===== src/rtl/mc8_pkg.sv =====
// Package: shared codes for the eight-bit multicycle datapath.
// Assumes the sequencer uses these same encodings on its control outputs.
package mc8_pkg;
    typedef enum logic [2:0] {
        ALU_AND = 3'b000,
        ALU_OR  = 3'b001,
        ALU_ADD = 3'b010,
        ALU_SUB = 3'b110,
        ALU_SLT = 3'b111
    } alu_fn_e;

    localparam logic [1:0] SRCB_REG  = 2'b00;
    localparam logic [1:0] SRCB_ONE  = 2'b01;
    localparam logic [1:0] SRCB_IMM  = 2'b10;
    localparam logic [1:0] SRCB_IMM4 = 2'b11;

    localparam logic [1:0] PCS_ALU  = 2'b00;
    localparam logic [1:0] PCS_ALUQ = 2'b01;
    localparam logic [1:0] PCS_JUMP = 2'b10;
endpackage


===== src/rtl/mc8_instr_reg.sv =====
// Instruction register built from byte lanes, each with its own load enable.
// Assumes IW is a multiple of eight; lane k holds bits [8k+7:8k].
module mc8_instr_reg #(
    parameter int IW = 32
) (
    input  logic            clk,
    input  logic            rst_n,
    input  logic [IW/8-1:0] byte_we,
    input  logic [7:0]      din,
    output logic [IW-1:0]   ir
);
    localparam int NB = IW / 8;

    logic [7:0] lane_q [NB];

    for (genvar g = 0; g < NB; g++) begin : g_lane
        // Lane g: clear on reset, capture memory byte when its enable is high.
        always_ff @(posedge clk) begin
            if (!rst_n)          lane_q[g] <= '0;
            else if (byte_we[g]) lane_q[g] <= din;
        end
        assign ir[g*8 +: 8] = lane_q[g];
    end

    // with no lane enabled the whole word holds.
    assert_ir_hold_R2: assert property (@(posedge clk) disable iff (!rst_n)
        (byte_we == '0) |=> $stable(ir));
endmodule


===== src/rtl/mc8_regfile.sv =====
// Register file with two read ports and one write port; entry 0 is constant zero.
// Assumes index width is log2 of the entry count; reads are combinational.
module mc8_regfile #(
    parameter int DW    = 8,
    parameter int NREGS = 8
) (
    input  logic                     clk,
    input  logic                     rst_n,
    input  logic                     we,
    input  logic [$clog2(NREGS)-1:0] waddr,
    input  logic [DW-1:0]            wdata,
    input  logic [$clog2(NREGS)-1:0] raddr_a,
    input  logic [$clog2(NREGS)-1:0] raddr_b,
    output logic [DW-1:0]            rdata_a,
    output logic [DW-1:0]            rdata_b
);
    logic [DW-1:0] regs_q [NREGS];

    // Storage: clear all entries on reset, write non-zero indices when enabled.
    always_ff @(posedge clk) begin
        if (!rst_n) begin
            for (int i = 0; i < NREGS; i++) regs_q[i] <= '0;
        end else if (we && (waddr != '0)) begin
            regs_q[waddr] <= wdata;
        end
    end

    assign rdata_a = regs_q[raddr_a];
    assign rdata_b = regs_q[raddr_b];

    // the zero entry never leaves zero once reset has run.
    assert_reg0_zero_R3: assert property (@(posedge clk) disable iff (!rst_n)
        we |=> (regs_q[0] == '0));
endmodule


===== src/rtl/mc8_alu.sv =====
// Combinational ALU: AND, OR, add, subtract, signed set-less-than.
// Assumes unlisted function codes may appear; they yield zero.
module mc8_alu #(
    parameter int DW = 8
) (
    input  logic [DW-1:0] a,
    input  logic [DW-1:0] b,
    input  logic [2:0]    fn,
    output logic [DW-1:0] y
);
    import mc8_pkg::*;

    // Function decode: one result per code, wraps at DW bits.
    always_comb begin
        case (fn)
            ALU_AND: y = a & b;
            ALU_OR:  y = a | b;
            ALU_ADD: y = a + b;
            ALU_SUB: y = a - b;
            ALU_SLT: y = ($signed(a) < $signed(b)) ? DW'(1) : '0;
            default: y = '0;
        endcase
    end

    // compare result is a single-bit truth value.
    always_comb begin
        if (fn == ALU_SLT) begin
            assert_slt_bool_R8: assert (y[DW-1:1] == '0);
        end
    end
endmodule


===== src/rtl/mc8_datapath.sv =====
// Datapath of an eight-bit multicycle processor running 32-bit instructions.
// Assumes an external sequencer supplies all selects and enables every cycle;
// memory returns read data in the same cycle the address is presented.
module mc8_datapath #(
    parameter int DW    = 8,
    parameter int IW    = 32,
    parameter int NREGS = 8
) (
    input  logic            clk,
    input  logic            rst_n,
    input  logic [7:0]      mem_rdata,
    input  logic [3:0]      ir_byte_we,
    input  logic            pc_en,
    input  logic            reg_we,
    input  logic            reg_dst,
    input  logic            mem_to_reg,
    input  logic            addr_sel,
    input  logic            srca_sel,
    input  logic [1:0]      srcb_sel,
    input  logic [1:0]      pc_src,
    input  logic [2:0]      alu_fn,
    output logic [7:0]      mem_addr,
    output logic [7:0]      mem_wdata,
    output logic [5:0]      opcode,
    output logic [5:0]      funct,
    output logic            zero
);
    import mc8_pkg::*;

    localparam int AW = $clog2(NREGS);

    logic [IW-1:0] ir;
    logic [DW-1:0] pc_q, a_q, b_q, mdr_q, aluout_q;
    logic [DW-1:0] rd_a, rd_b, wr_data;
    logic [DW-1:0] src_a, src_b, alu_y, pc_next, imm, jump_tgt;
    logic [AW-1:0] ra_idx, rb_idx, wr_idx;

    mc8_instr_reg #(.IW(IW)) u_ir (
        .clk(clk), .rst_n(rst_n), .byte_we(ir_byte_we),
        .din(mem_rdata), .ir(ir)
    );

    // Field extraction: only low AW bits of each register field are used.
    assign ra_idx   = ir[21 +: AW];
    assign rb_idx   = ir[16 +: AW];
    assign wr_idx   = reg_dst ? ir[11 +: AW] : ir[16 +: AW];
    assign imm      = ir[DW-1:0];
    assign jump_tgt = {ir[DW-3:0], 2'b00};
    assign wr_data  = mem_to_reg ? mdr_q : aluout_q;

    mc8_regfile #(.DW(DW), .NREGS(NREGS)) u_rf (
        .clk(clk), .rst_n(rst_n), .we(reg_we), .waddr(wr_idx),
        .wdata(wr_data), .raddr_a(ra_idx), .raddr_b(rb_idx),
        .rdata_a(rd_a), .rdata_b(rd_b)
    );

    // Operand selection for the ALU.
    always_comb begin
        src_a = srca_sel ? a_q : pc_q;
        case (srcb_sel)
            SRCB_REG: src_b = b_q;
            SRCB_ONE: src_b = DW'(1);
            SRCB_IMM: src_b = imm;
            default:  src_b = {imm[DW-3:0], 2'b00};
        endcase
    end

    mc8_alu #(.DW(DW)) u_alu (.a(src_a), .b(src_b), .fn(alu_fn), .y(alu_y));

    // Next program counter choice.
    always_comb begin
        case (pc_src)
            PCS_ALUQ: pc_next = aluout_q;
            PCS_JUMP: pc_next = jump_tgt;
            default:  pc_next = alu_y;
        endcase
    end

    // Pipeline latches: operands, read data and ALU result load every cycle.
    always_ff @(posedge clk) begin
        if (!rst_n) begin
            a_q      <= '0;
            b_q      <= '0;
            mdr_q    <= '0;
            aluout_q <= '0;
        end else begin
            a_q      <= rd_a;
            b_q      <= rd_b;
            mdr_q    <= mem_rdata;
            aluout_q <= alu_y;
        end
    end

    // Program counter: loads only on enable.
    always_ff @(posedge clk) begin
        if (!rst_n)     pc_q <= '0;
        else if (pc_en) pc_q <= pc_next;
    end

    assign mem_addr  = addr_sel ? aluout_q : pc_q;
    assign mem_wdata = b_q;
    assign opcode    = ir[IW-1 -: 6];
    assign funct     = ir[5:0];
    assign zero      = (alu_y == '0);

    // without enable the counter holds.
    assert_pc_hold_R11: assert property (@(posedge clk) disable iff (!rst_n)
        !pc_en |=> $stable(pc_q));
    // a jump always lands on a word boundary.
    assert_jump_aligned_R11: assert property (@(posedge clk) disable iff (!rst_n)
        (pc_en && pc_src == PCS_JUMP) |=> (pc_q[1:0] == 2'b00));
    // a zero flag is followed by a zero in the result register.
    assert_zero_capture_R9: assert property (@(posedge clk) disable iff (!rst_n)
        zero |=> (aluout_q == '0));
    // write data is the second read port one cycle later.
    assert_wdata_from_b_R6: assert property (@(posedge clk) disable iff (!rst_n)
        1'b1 |=> (mem_wdata == $past(rd_b)));
endmodule


===== config.mk =====
export PLATFORM = sky130hd
export DESIGN_NAME = mc8_datapath
export DESIGN_NICKNAME = d
export VERILOG_FILES = /design/src/rtl/mc8_pkg.sv /design/src/rtl/mc8_instr_reg.sv /design/src/rtl/mc8_regfile.sv /design/src/rtl/mc8_alu.sv /design/src/rtl/mc8_datapath.sv
export SDC_FILE = /design/constraint.sdc
export NUM_CORES = 1
export LEC_CHECK = 0
export BUFFER_PORTS_ARGS = -buffer_cell sky130_fd_sc_hd__buf_2
export CAP_MARGIN = 20
export CORE_ASPECT_RATIO = 1.1
export CORE_MARGIN = 4
export CORE_UTILIZATION = 63
export CTS_BUF_LIST = sky130_fd_sc_hd__clkbuf_4
export DETAILED_ROUTE_END_ITERATION = 8
export GPL_ROUTABILITY_DRIVEN = 1
export PLACE_DENSITY = 0.83
export SLEW_MARGIN = 20
export SYNTH_ARGS = -nofsm -noshare
export SYNTH_HDL_FRONTEND = slang
export SYNTH_SLANG_ARGS = --single-unit

===== constraint.sdc =====
create_clock -name clk -period 5.35 [get_ports clk]
set_clock_uncertainty 0.05 [all_clocks]
set_input_delay 0.8025 -clock clk [delete_from_list [all_inputs] [get_ports clk]]
set_output_delay 0.8025 -clock clk [all_outputs]
set_load 0.1 [all_outputs]

=== After elaboration in Yosys (flattened, before gate mapping) ===
Memory sizes are Yosys's and may differ from the RTL's. A register that Yosys moved wholly into a read port is not among the register bits.
Index checks and enable logic that the tools add are counted.
W data, S select, Z words.

* Flip-flop bits (word level): 24
* Latch bits: 0
* Memory bits (writable): 96
* ROM bits: 0
* Input port bits: 27
* Output and inout port bits: 29
* Word-level logic and storage cells: 61
* Memories: 2

* Add/sub/neg operators: 2
* $mul: 0
* Divide/modulo/power cells: 0
* Order comparisons: 1
* Equal/unequal tests: 8
* Shift operators: 0
* Multiplexer cells: 31
* Bitwise operators: 6
* Reduce and logical (&&, ||, !) cells: 8

{| class="wikitable"
|+ Memory list
! memory !! words !! width !! read ports !! clocked after Yosys merged registers in !! wr ports !! line !! RTL
|-
| u_rf.regs_q || 8 || 8 || 2 || 2 || 8 || mc8_regfile.sv:17 || <nowiki>logic [DW-1:0] regs_q [NREGS];</nowiki>
|-
| u_ir.lane_q || 4 || 8 || 4 || 0 || 4 || mc8_instr_reg.sv:14 || <nowiki>logic [7:0] lane_q [NB];</nowiki>
|}

{| class="wikitable"
|+ Operators by type and width
! operator !! count
|-
| $mux W8 || 8
|-
| $pmux W8 S5 || 1
|-
| $pmux W8 S3 || 1
|-
| $mux W1 || 18
|-
| $pmux W8 S2 || 1
|-
| $add A8 B8 Y8 || 1
|-
| $and A8 B8 Y8 || 1
|-
| $logic_not A8 Y1 || 1
|-
| $lt A8 B8 Y1 || 1
|-
| $or A8 B8 Y8 || 1
|-
| $reduce_or A8 Y1 || 1
|-
| $sub A8 B8 Y8 || 1
|-
| $eq A3 B3 Y1 const B || 2
|-
| $mux W3 || 2
|-
| $eq A2 B1 Y1 const B || 2
|-
| $eq A2 B2 Y1 const B || 2
|-
| $or A1 B1 Y1 || 4
|-
| $eq A3 B1 Y1 const B || 1
|-
| $eq A3 B2 Y1 const B || 1
|-
| $logic_not A3 Y1 || 1
|-
| $reduce_bool A3 Y1 || 1
|-
| $logic_not A1 Y1 || 2
|-
| $logic_not A2 Y1 || 1
|-
| $logic_and A1 B1 Y1 || 1
|}

=== Logic depth before layout (Yosys ltp) ===
An unclocked memory read counts as a cell.

* Depth after elaboration: 9
* Depth in mapped cells: 14

=== Hierarchy ===
A second synthesis with hierarchy kept.

* Cell total of the unflattened synthesis: 596
* Area total of the unflattened synthesis: 7556.0 um^2

{| class="wikitable"
|+ Modules (own cells, without submodules)
! module !! times used !! cells an instance !! area an instance (um^2) !! sequential area each (um^2)
|-
| mc8_regfile || 1 || 213 || 3465.8 || 1921.8
|-
| mc8_datapath || 1 || 164 || 1764.2 || 800.8
|-
| mc8_instr_reg || 1 || 71 || 1219.9 || 960.9
|-
| mc8_alu || 1 || 148 || 1106.1 || 0.0
|}

=== Worst setup path after synthesis ===
No wires, ideal clock.

* Kind: in2out
* Start: input port srcb_sel[1]
* End: output port zero
* Arrival time: 6058 ps
* Setup slack: -1561 ps
* Stages: 14
* Buffers on the path: 2
* Path through: clkbuf_1 buf_1 nor3_1 a21o_1 inv_1 ha_1 inv_1 fa_1 mux2i_1 xor2_1 a22o_1 o31ai_1 nand4b_1 nor4_1

* Cells in the longest elaborated chain, start to end: 6
* Elaborated cells between the ends (all ways): 12
* Those cells by class: add/sub (2); order compare (1); eq/ne (2); mux (3); bitwise (2); reduce/logical (2)

{| class="wikitable"
|+ RTL lines
! item !! line !! RTL
|-
| from (decl) || mc8_datapath.sv:19 || <nowiki>input logic [1:0] srcb_sel,</nowiki>
|-
| $eq A2 B2 Y1 (tied with other cells) || mc8_datapath.sv:60 || <nowiki>case (srcb_sel)</nowiki>
|-
| $pmux W8 S3 (*) || mc8_datapath.sv:60 ||
|-
| $lt A8 B8 Y1 || mc8_alu.sv:20 || <nowiki>ALU_SLT: y = ($signed(a) < $signed(b)) ? DW'(1) : '0;</nowiki>
|-
| $mux W1 || mc8_alu.sv:20 ||
|-
| $pmux W8 S5 (*) || mc8_alu.sv:15 || <nowiki>case (fn)</nowiki>
|-
| $logic_not A8 Y1 (*) || mc8_datapath.sv:104 || <nowiki>assign zero = (alu_y == '0);</nowiki>
|-
| to (decl) || mc8_datapath.sv:26 || <nowiki>output logic zero</nowiki>
|}

Every way passes the cells marked *; elsewhere a longest branch is shown, timed or not.

=== Final worst setup path ===
Same ends and word-level chain as after synthesis.

==> impl_summary.txt <==
----------------------------------------------------
[Synth]
  Number of synthesized register bits ... roughly 130
  Count of cell types in the netlist ... approximately 70
  Area share of the largest cell type after synthesis ... between 30% and 40%
  Mapped Cells ... around 630
  Biggest area consumer among synthesized cells ... sky130_fd_sc_hd__edfxtp_1
  Proportion of register bits with asynchronous set or reset after synthesis ... 0%
  Post-synth EDFFs ... 87
  Share of the yosys chip area belonging to registers ... 47.7%
  Largest cells by area after synthesis ... sky130_fd_sc_hd__edfxtp_1 (37%), sky130_fd_sc_hd__dfxtp_1 (11%), sky130_fd_sc_hd__mux4_2 (10%)
  Main synth FF type ... sky130_fd_sc_hd__edfxtp_1
  Post-Synthesis Mean Instance Area ... approximately 11 um2
  Total number of yosys warnings ... 0
  Post-synth design cell area ... between 7000 and 8000 um2

[Global route]
  Via count of the first global-routing pass ... 5,160
  Initial antenna violation count ... 0
  GR Overflow Total ... 0
  Maximum number of pins on one net before global-route repair ... 55
  Total routing usage reported by global routing ... 27.9%
  Global-route wire length before repair ... roughly 27,000 um

[Routing]
  Number of search-and-repair iterations in the first detailed-routing pass ... 5
  DR vias ... 5,192
  Average routed wire per standard cell ... 21.3 um
  Routed wire length ... 17,500 um
  Number of antenna-violating nets in the routed design ... 0
  Via/cell ratio ... around 6.3
  Number of design-rule violations left by the first detailed-router iteration ... 374
  DR DRC count ... 0

[Critical path]
  Setup Crit Path Kind ... input port to output pin
  Start point of the critical path ... srcb_sel[1]
  Crit path DAT ... around 4.1 ns
  Max stage delay cell, worst path ... sky130_fd_sc_hd__buf_2
  Required time at the endpoint of the critical path ... around 4.5 ns
  Highest cell delay on the worst timing path ... approximately 0.47 ns
  Startpoint type of the worst setup path ... input port
  Cells on worst reg2reg path ... 12
  End point of the critical path ... zero
  Delay-heaviest family, CP ... simple AND/OR/NAND/NOR gates
  Buffers plus inverters on the worst setup path ... 4
  Largest fanout on the critical path ... 15
  Capturing point of the worst reg2reg path ... pc_q[6]
  Worst Setup End Kind ... output pin
  Cells traversed along the worst timing path ... buf_2 > nor3_1 > a21o_1 > inv_1 > ha_1 > inv_1 > fa_1 > nor2b_1 > o21bai_1 > a21oi_1 > nor3_1 > nand4b_1 > nor4_4 > buf_2
  Reg-to-reg setup timing slack ... between 2 and 2.5 ns
  Worst path depth ... 14
  FF-to-FF Start ... u_ir.lane_q[0][0]

[CTS]
  Resize count post-CTS ... 0
  H-tree depth reported by CTS ... 4
  TritonCTS clock tree ... done
  Hold_buf cts ... 0
  CTS Root Buffer Type ... sky130_fd_sc_hd__clkbuf_4
  Clock slew seen by the registers of the worst setup and hold paths ... around 0.10 ns
  Worst-skew pair later-pin latency ... a little over 0.5 ns
  Clock Sinks ... approximately 130
  Buffers inserted during post-CTS setup optimization ... 0
  Inserted Clock Buffers ... 17
  Max clock buf depth ... 2

[Floorplan]
  Chip Width ... 110 um
  # IOs ... 56
  # rows ... 40
  Overall die height ... approximately 120 um
  Core Area ... ~11,000 um2
  Effective utilization at floorplan ... 65.0%
  Die footprint ... roughly 13,000 um2

[Final layout]
  Most common cell after layout, fill and taps aside ... sky130_fd_sc_hd__nor2_1
  Commonest non-fill, non-tap cells in the layout ... sky130_fd_sc_hd__nor2_1 (89), sky130_fd_sc_hd__edfxtp_1 (87), sky130_fd_sc_hd__buf_2 (55)
  Count of antenna diodes in the layout ... 0
  Area grow syn2layout ... 8.27%
  Layout cells sized above 1 ... approximately a fifth
  # nets final ... between 700 and 800

[Placed design]
  Half-perimeter wire length of the detailed placement result ... 13,200 um
  Setup slack at placement ... 0.482 ns
  Buffers on Ports ... 55
  Placer congestion estimate ... between 0.9 and 1

[Power]
  Reported leakage power ... between 3 and 4 nW
  IR drop worst, VDD ... approximately 0.24 mV
  Power per standard cell area ... ~330 nW/um2

[Timing]
  Achievable frequency ... 0.202 GHz
  Number of endpoints failing setup at the final stage ... 0
  Slack of the critical path ... ~0.40 ns
  Remaining max-slew budget at the tightest pin ... a little under a third
  Slew of the pin with the lowest slew margin ... roughly 1.0 ns
  Accumulated negative setup slack ... 0 ns
  Unrepaired setup endpoints after global routing ... no
  Ratio of final minimum period to clock period ... between 90% and 100%
  Final Hold Violating Endpoints ... 0
  Pins Over Slew Limit ... 0
  Final period demand of the worst path ... between 4 and 5 ns

[Hold path]
  Beginning of the worst hold path ... pc_q[4]
  Tightest Hold Check Type ... flop to flop

[Job]
  Max-capacitance violation count ... 0

[Outcome]
  Run status ... finished clean

----------------------------------------------------
[Yosys cell counts (3+ instances only)]
| cell type | number |
|---|---|
| sky130_fd_sc_hd__edfxtp_1 | 87 |
| sky130_fd_sc_hd__mux2i_1 | 38 |
| sky130_fd_sc_hd__nor2b_1 | 7 |
| sky130_fd_sc_hd__mux2_2 | 12 |
| sky130_fd_sc_hd__mux4_2 | 32 |
| sky130_fd_sc_hd__buf_2 | 6 |
| sky130_fd_sc_hd__nor3_1 | 4 |
| sky130_fd_sc_hd__nor2_1 | 89 |
| sky130_fd_sc_hd__inv_1 | 27 |
| sky130_fd_sc_hd__nand2b_1 | 14 |
| sky130_fd_sc_hd__ha_1 | 26 |
| sky130_fd_sc_hd__nand4_1 | 3 |
| sky130_fd_sc_hd__and3_1 | 25 |
| sky130_fd_sc_hd__dfxtp_1 | 40 |
| sky130_fd_sc_hd__buf_1 | 3 |
| sky130_fd_sc_hd__nand2_1 | 34 |
| sky130_fd_sc_hd__nand3b_1 | 8 |
| sky130_fd_sc_hd__nand3_1 | 11 |
| sky130_fd_sc_hd__a221oi_1 | 4 |
| sky130_fd_sc_hd__buf_6 | 3 |
| sky130_fd_sc_hd__o31ai_1 | 6 |
| sky130_fd_sc_hd__and2_1 | 10 |
| sky130_fd_sc_hd__a211oi_1 | 5 |
| sky130_fd_sc_hd__buf_4 | 16 |
| sky130_fd_sc_hd__a21o_1 | 7 |
| sky130_fd_sc_hd__a21oi_1 | 12 |
| sky130_fd_sc_hd__a31oi_1 | 5 |
| sky130_fd_sc_hd__clkbuf_1 | 23 |
| sky130_fd_sc_hd__o21ai_0 | 18 |
[cell type report]
cell class                      instances  area, um2
Fill cell                             815       3270
Inverter                               28        105
Clock buffer                           17        128
Tap cell                              147        184
Multi-Input combinational cell        428       3390
Timing Repair Buffer                   57        305
Clock inverter                         15        215
Sequential cell                       127       3410
[worst min path at each step]
stage,end,slack [ns],cells after the start
2_1_floorplan,pc_q[3],0.41,2
3_3_place_gp,pc_q[3],0.45,2
3_5_place_dp,pc_q[4],0.45,2
4_1_cts,mdr_q[0],0.46,2
5_1_grt,mdr_q[0],0.46,2
6_report,pc_q[4],0.47,2
[registers in the layout (all words and copies together), names as in the netlist]
register and cells:
u_rf.regs_q 64, u_ir.lane_q 23, a_q 8, aluout_q 8, mdr_q 8, mem_wdata 8
pc_q 8
[where the power goes]
part           internal (mW)  total, mW  switching (mW)
sequential              1.12       1.18          0.0626
combinational          0.195      0.601           0.406
clock                  0.416      0.763           0.347
[logic make-up (layout without fill, tap and decap cells)]
kind of cell / Yosys count / after routing / share of synthesized area [%]
adder cells (fa/ha/maj): 28 / 28 / 5.11
AO/OA/AOI/OAI: 87 / 87 / 8.78
buffers and inverters: 79 / 117 / 5.40
multiplexers: 82 / 82 / 17.3
AND/OR/NAND/NOR: 222 / 222 / 15.5
other: 1 / 8 / 0.0524
XOR/XNOR: 1 / 1 / 0.122
flip-flops: 127 / 127 / 47.7
[routing by layer]
layer  GRT usage (%)  vias up  share of wire (%)
li1                -     2360                  -
met2            49.2      209                 55
met5               0        -                  0
met3            5.22       57                5.0
met1            32.3     2566                 36
met4            13.1        0                4.5
[worst reg2reg max path, cell delays in order, from the launching register on]
cell	delay [ns]
sky130_fd_sc_hd__edfxtp_1	0.49
sky130_fd_sc_hd__nand2b_1	0.09
sky130_fd_sc_hd__a21o_1	0.20
sky130_fd_sc_hd__inv_1	0.09
sky130_fd_sc_hd__ha_1	0.18
sky130_fd_sc_hd__inv_1	0.06
sky130_fd_sc_hd__fa_1	0.44
sky130_fd_sc_hd__nor2b_1	0.18
sky130_fd_sc_hd__o21ai_0	0.24
sky130_fd_sc_hd__nand2_1	0.16
sky130_fd_sc_hd__or4_4	0.55
sky130_fd_sc_hd__nand3_2	0.12
sky130_fd_sc_hd__a21o_1	0.12
[stage by stage]
stage / total power [mW] / util [%] / instances / hold slack [ns] / instance area [um2]
finish: 2.54 / 70.3 / 819 / 0.468 / 7740
CTS: 2.54 / 70.1 / 817 / 0.459 / 7710
detailed placement: 1.79 / 67.0 / 785 / 0.448 / 7370
global placement: 1.77 / 67.0 / 785 / 0.449 / 7370
floorplan: 1.66 / - / 634 / 0.410 / 7190
global route: 2.64 / 70.3 / 819 / 0.457 / 7740
(Power assumes the default switching activity.)
